**src/rtl/spi_cs_pkg.sv**
```systemverilog
package spi_cs_pkg;
    typedef enum logic [2:0] {
        ST_IDLE,
        ST_GAP,
        ST_START,
        ST_BUSY,
        ST_TAIL
    } seq_state_e;
endpackage

```
**src/rtl/spi_cs_sync.sv**
```systemverilog
module spi_cs_sync #(
    parameter int   STAGES  = 2,
    parameter logic RST_VAL = 1'b1
) (
    input  logic clk,
    input  logic rst_n,
    input  logic d,
    output logic q
);
    logic [STAGES-1:0] chain_d, chain_q;

    always_comb begin
        chain_d = {chain_q[STAGES-2:0], d};
    end

    always_ff @(posedge clk or negedge rst_n) begin
        if (!rst_n) chain_q <= {STAGES{RST_VAL}};
        else        chain_q <= chain_d;
    end

    assign q = chain_q[STAGES-1];
endmodule

```
**src/rtl/spi_cs_fault.sv**
```systemverilog
module spi_cs_fault (
    input  logic clk,
    input  logic rst_n,
    input  logic ssn_sync,
    input  logic master_mode,
    input  logic mfd_dis,
    input  logic en_set,
    input  logic en_clr,
    input  logic stat_rd,
    output logic enabled,
    output logic mode_fault
);
    typedef struct packed {
        logic en;
        logic mf;
    } flt_t;

    flt_t f_d, f_q;
    logic fault_evt;

    always_comb begin
        f_d       = f_q;
        fault_evt = f_q.en & master_mode & ~mfd_dis & ~ssn_sync;
        if (fault_evt)   f_d.en = 1'b0;
        else if (en_clr) f_d.en = 1'b0;
        else if (en_set) f_d.en = 1'b1;
        if (fault_evt)    f_d.mf = 1'b1;
        else if (stat_rd) f_d.mf = 1'b0;
    end

    always_ff @(posedge clk or negedge rst_n) begin
        if (!rst_n) f_q <= '0;
        else        f_q <= f_d;
    end

    assign enabled    = f_q.en;
    assign mode_fault = f_q.mf;
endmodule

```
**src/rtl/spi_cs_delay.sv**
```systemverilog
module spi_cs_delay #(
    parameter int W = 8
) (
    input  logic         clk,
    input  logic         rst_n,
    input  logic         load,
    input  logic [W-1:0] load_val,
    input  logic         run,
    output logic         expired
);
    logic [W-1:0] cnt_d, cnt_q;

    always_comb begin
        cnt_d = cnt_q;
        if (load)                    cnt_d = load_val;
        else if (run && cnt_q != '0) cnt_d = cnt_q - 1'b1;
    end

    always_ff @(posedge clk or negedge rst_n) begin
        if (!rst_n) cnt_q <= '0;
        else        cnt_q <= cnt_d;
    end

    assign expired = (cnt_q == '0);
endmodule

```
**src/rtl/spi_cs_decode.sv**
```systemverilog
module spi_cs_decode #(
    parameter int NCS   = 4,
    parameter int PCS_W = 2
) (
    input  logic [PCS_W-1:0] pcs,
    input  logic             active,
    output logic [NCS-1:0]   sel_n
);
    for (genvar i = 0; i < NCS; i++) begin : g_line
        assign sel_n[i] = ~(active && (pcs == PCS_W'(i)));
    end
endmodule

```
**src/rtl/spi_cs_seq.sv**
```systemverilog
module spi_cs_seq
    import spi_cs_pkg::*;
#(
    parameter int NCS    = 4,
    parameter int DATA_W = 8,
    parameter int DLY_W  = 8,
    localparam int PCS_W = (NCS > 1) ? $clog2(NCS) : 1
) (
    input  logic              clk,
    input  logic              rst_n,
    input  logic              en_set,
    input  logic              en_clr,
    input  logic              master_mode,
    input  logic              mfd_dis,
    input  logic [NCS-1:0]    keep_sel,
    input  logic [DLY_W-1:0]  dly_sel,
    input  logic [DLY_W-1:0]  dly_xfer,
    input  logic              tx_wr,
    input  logic [PCS_W-1:0]  tx_pcs,
    input  logic [DATA_W-1:0] tx_data,
    output logic              tx_empty,
    input  logic              stat_rd,
    output logic              mode_fault,
    output logic              enabled,
    input  logic              ssn_in,
    output logic [NCS-1:0]    sel_n,
    output logic              eng_start,
    output logic [DATA_W-1:0] eng_data,
    input  logic              eng_done
);
    typedef struct packed {
        seq_state_e        st;
        logic [PCS_W-1:0]  pcs;
        logic              held;
        logic              bvalid;
        logic [PCS_W-1:0]  bpcs;
        logic [DATA_W-1:0] bdata;
        logic [DATA_W-1:0] data;
    } seq_t;

    seq_t s_d, s_q;
    logic             ssn_sync;
    logic             dly_load;
    logic [DLY_W-1:0] dly_val;
    logic             dly_run;
    logic             dly_exp;
    logic             sel_act;

    function automatic logic [DLY_W-1:0] load_of(input logic [DLY_W-1:0] v);
        return (v == '0) ? '0 : v - 1'b1;
    endfunction

    spi_cs_sync #(.STAGES(2), .RST_VAL(1'b1)) u_sync (
        .clk   (clk),
        .rst_n (rst_n),
        .d     (ssn_in),
        .q     (ssn_sync)
    );

    spi_cs_fault u_fault (
        .clk         (clk),
        .rst_n       (rst_n),
        .ssn_sync    (ssn_sync),
        .master_mode (master_mode),
        .mfd_dis     (mfd_dis),
        .en_set      (en_set),
        .en_clr      (en_clr),
        .stat_rd     (stat_rd),
        .enabled     (enabled),
        .mode_fault  (mode_fault)
    );

    spi_cs_delay #(.W(DLY_W)) u_delay (
        .clk      (clk),
        .rst_n    (rst_n),
        .load     (dly_load),
        .load_val (dly_val),
        .run      (dly_run),
        .expired  (dly_exp)
    );

    always_comb begin
        s_d      = s_q;
        dly_load = 1'b0;
        dly_val  = '0;
        dly_run  = (s_q.st == ST_GAP) || (s_q.st == ST_TAIL);

        if (tx_wr && enabled && !s_q.bvalid) begin
            s_d.bvalid = 1'b1;
            s_d.bpcs   = tx_pcs;
            s_d.bdata  = tx_data;
        end

        unique case (s_q.st)
            ST_IDLE: begin
                if (s_q.bvalid && enabled) begin
                    s_d.bvalid = 1'b0;
                    s_d.data   = s_q.bdata;
                    if (s_q.held && s_q.pcs == s_q.bpcs) begin
                        s_d.st = ST_START;
                    end else begin
                        s_d.st   = ST_GAP;
                        s_d.held = 1'b0;
                        s_d.pcs  = s_q.bpcs;
                        dly_load = 1'b1;
                        dly_val  = load_of(dly_sel);
                    end
                end
            end
            ST_GAP: begin
                if (dly_exp) s_d.st = ST_START;
            end
            ST_START: begin
                s_d.st = ST_BUSY;
            end
            ST_BUSY: begin
                if (eng_done) begin
                    s_d.st   = ST_TAIL;
                    dly_load = 1'b1;
                    dly_val  = load_of(dly_xfer);
                end
            end
            ST_TAIL: begin
                if (dly_exp) begin
                    s_d.st   = ST_IDLE;
                    s_d.held = keep_sel[s_q.pcs];
                end
            end
            default: s_d.st = ST_IDLE;
        endcase

        if (!enabled) begin
            s_d.st     = ST_IDLE;
            s_d.held   = 1'b0;
            s_d.bvalid = 1'b0;
        end
    end

    always_ff @(posedge clk or negedge rst_n) begin
        if (!rst_n) s_q <= '{st: ST_IDLE, default: '0};
        else        s_q <= s_d;
    end

    always_comb begin
        sel_act = enabled &&
                  ((s_q.st == ST_START) || (s_q.st == ST_BUSY) ||
                   (s_q.st == ST_TAIL)  || (s_q.st == ST_IDLE && s_q.held));
    end

    spi_cs_decode #(.NCS(NCS), .PCS_W(PCS_W)) u_dec (
        .pcs    (s_q.pcs),
        .active (sel_act),
        .sel_n  (sel_n)
    );

    assign tx_empty  = ~s_q.bvalid | ~enabled;
    assign eng_start = enabled && (s_q.st == ST_START);
    assign eng_data  = s_q.data;
endmodule

```
**config.mk**
```make
export PLATFORM = sky130hd
export DESIGN_NAME = spi_cs_seq
export DESIGN_NICKNAME = d
export VERILOG_FILES = /design/src/rtl/spi_cs_pkg.sv /design/src/rtl/spi_cs_sync.sv /design/src/rtl/spi_cs_fault.sv /design/src/rtl/spi_cs_delay.sv /design/src/rtl/spi_cs_decode.sv /design/src/rtl/spi_cs_seq.sv
export SDC_FILE = /design/constraint.sdc
export NUM_CORES = 1
export LEC_CHECK = 0
export BUFFER_PORTS_ARGS = -buffer_cell sky130_fd_sc_hd__buf_2
export CORE_MARGIN = 4
export CORE_UTILIZATION = 48
export CTS_CLUSTER_DIAMETER = 50
export DETAILED_ROUTE_END_ITERATION = 6
export HOLD_SLACK_MARGIN = 0.08
export PLACE_DENSITY = 0.77
export SLEW_MARGIN = 20
export SYNTH_ARGS = -nofsm -noshare
export SYNTH_HDL_FRONTEND = slang
export SYNTH_SLANG_ARGS = --single-unit
```
**constraint.sdc**
```tcl
create_clock -name clk -period 1.8 [get_ports clk]
set_input_delay 0.36 -clock clk [delete_from_list [all_inputs] [get_ports clk]]
set_output_delay 0.36 -clock clk [all_outputs]
set_load 0.02 [all_outputs]
```
==> metrics <==
WHS=0.110 ns; Slew Viols, Final=0; cell total after placement=348; Power Density=1030 mW/mm^2; All-Layer GR Usage=between 20 and 25%; EDFF count, synth=0; Syn Nets=roughly 270; final std cells w/o fill=368; placeable core area=~0.0044 sq mm; Crit Path Class=register to output pin; most common cell in the synthesized netlist=dfrtp_1; Post-Route Utilization=a little over two thirds; initial core utilization=about half; DIE HEIGHT=approximately 77 microns; fmax=between 500 and 600 MHz; Pre-antenna DRT Iters=4; antenna-violating nets left=0; HP Class=primary input to asynchronous set/reset pin; period utilisation layout=108%; DR iter-0 viols=around 140; CP most frequent cell=buf_6; Port-buffer cells=55; register area=930 sq um; synth warn=0; # IOs=between 50 and 60; Worst-path clk slew=about 0.07 ns; outcome=complete, but fails checks; Max transition margin=about 67%; multi-input logic area=roughly 0.0013 sq mm; final hold violations=0; routed len/inst=between 15 and 20 microns; Post-synth top cells=35 x dfrtp_1, 22 x mux2_2, 16 x nor2_1; share of post-route cells with drive strength above 1=approximately half; area grow syn2layout=37.9%; Synth top area share=38.8%; DIE WIDTH=around 77 microns; Post-synth ARST share=between 90% and 100%; crit path launch type=register; Slowest-stage cell, CP=dfrtp_1; CP Capture Type=output pin; MaxCap Viol Count=0; Distinct cells, synth=53; Post-synth top flop=dfrtp_1; CTS buffer count=5; Die ar.=0.00587 sq mm; initial antenna violation count=0; worst r2r path cells=7; final WL=around 6000 microns; DP Wirelength=between 4000 and 5000 microns; largest net degree at the start of global routing=38; R2R setup slack=-0.09 ns; critical path required time=approximately 1.4 ns; first-pass GRT wire length=slightly below 10000 microns; Final setup viols=11; Clk Latency, worst-skew pair=~0.28 ns; Final GP Congestion=~0.86; CP max FO=3; failing checks=setup timing; Worst Clk Skew=0.00420 ns; Clock Path Buffers=2; Final nets=361; Cell Chain, Critical Path=buf_6 > nor2_4 > o21a_1 > o21ai_2 > or3_4 > buf_6; Synth area leaders=dfrtp_1 39%, mux2_2 11%, xnor2_1 4.3%, ha_1 3.3%, a21oi_1 2.7%; Post-Synthesis Cells=about 220; top cell type by total area after synthesis=dfrtp_1; grt total ovfl=0; Worst Path Arrival=between 1.5 and 2 ns; ANT cells=0; Max VDD drop=around 0.0008 V; fill count=approximately 310; routed vias=about 2k; Worst Max-Slew Pin Slew=roughly 0.49 ns; Max stage delay on crit path=0.39 ns; clk root buf=clkbuf_8; TritonCTS clock tree=yes; Seq/Total Area, Yosys=approximately two fifths; Yosys reg bits=37; synthesized area=0.00226 sq mm; RSZ-0062 raised after global routing=yes; row cnt=24; Final Worst Setup Slack=-0.144 ns; LEAKAGE=around 0.0015 uW; Clock Sink Count=37; Avg Inst Size Synth=just over 10 sq um; Via density=approximately 5.6; H-tree depth=2; number of global-route vias before repair=2059; Min Clock Period, post-route=1.94 ns; DRC Markers=0
per-stage QoR:
step	TNS (ns)	total power [uW]	cell area, sq um	setup WS [ns]
finish	-0.911	3220	3110	-0.144
global route	-1.67	3430	3110	-0.231
CTS	-0.494	3160	3040	-0.158
detailed placement	-1.02	2400	2780	-0.196
global placement	-0.727	2350	2780	-0.150
floorplan	0	2080	2270	0.00729
layer usage:
layer / wire length, microns / GRT usage, % / vias up
met4: 57 / 4.53 / 0
met2: 3010 / 33.5 / 78
met3: 394 / 5.67 / 8
met1: 2540 / 26.2 / 974
li1: - / - / 986
met5: 0 / 0 / -
critical path, delay by kind of cell, from the launching register on:
kind            cells  cell delay (ns)
simple gates        2             0.42
flops               1             0.39
buf+inv             2             0.27
compound gates      2             0.22
registers in the layout (all words and copies together), names as in the netlist:
| name | flops |
|---|---|
| u_fault.enabled | 1 |
| eng_data | 8 |
| s_q | 17 |
| u_delay.cnt_q | 8 |
| u_fault.mode_fault | 1 |
| u_sync.chain_q | 2 |
report_power, final:
group | internal [uW] | switching [uW] | leakage, uW | total [uW]
sequential | 1080 | 190 | 0.000453 | 1270
combinational | 611 | 629 | 0.000944 | 1240
clock | 416 | 291 | 0.0000554 | 707
logic make-up after synthesis:
family	count (synthesis)	synth area share (%)
AO/OA/AOI/OAI	45	14.0
multiplexers	26	13.3
AND/OR/NAND/NOR	69	17.4
adder cells (fa/ha/maj)	6	3.32
flip-flops	37	41.1
XOR/XNOR	12	4.65
buffers and inverters	28	6.26
path summary, 6_finish.rpt:
| kind | from | to |
|---|---|---|
| worst max-delay path | s_q[23] | sel_n[0] |
| worst min-delay path | rst_n | s_q[23] |
| worst max register to register | s_q[23] | u_delay.cnt_q[6] |
| worst min register to register | u_sync.chain_q[0] | u_sync.chain_q[1] |
| max in group asynchronous | rst_n | u_sync.chain_q[0] |
| min in group clk | ssn_in | u_sync.chain_q[0] |
layout by cell type, fill, tap and decap left out, types with 3 or more instances in the layout:
cell type  synthesis  layout
a21oi_1           12      11
buf_2              4      51
buf_4              8      41
buf_6              0       9
clkbuf_8           0       5
dfrtp_1           35      34
ha_1               6       6
inv_1             11       9
mux2_2            22      21
mux2i_1            3       3
nand2_1           12      11
nand3_1            6       4
nand3b_1           3       3
nor2_1            16      11
nor2_2             0       3
nor2b_1            3       3
nor3_1             5       5
o21ai_0            7       5
o22ai_1            4       4
xnor2_1           11      11
cell type report:
| type | instances | share of cell area [%] |
|---|---|---|
| clock buffers | 6 | 2.33 |
| clock inverters | 2 | 1.25 |
| inverters | 11 | 1.33 |
| multi-input cells | 158 | 41.2 |
| flip-flops and latches | 37 | 29.9 |
| well taps | 52 | 2.09 |
| repair buffers | 102 | 22.0 |
repair_timing:
| action | in CTS | in global routing |
|---|---|---|
| cloned | 0 | 0 |
| pin swaps | 10 | 7 |
| setup endpoints to repair | 11 | 14 |
| resized for setup | 25 | 12 |
| setup buffers | 9 | 3 |
| hold buffers | 0 | 0 |
(Power assumes the default switching activity.)
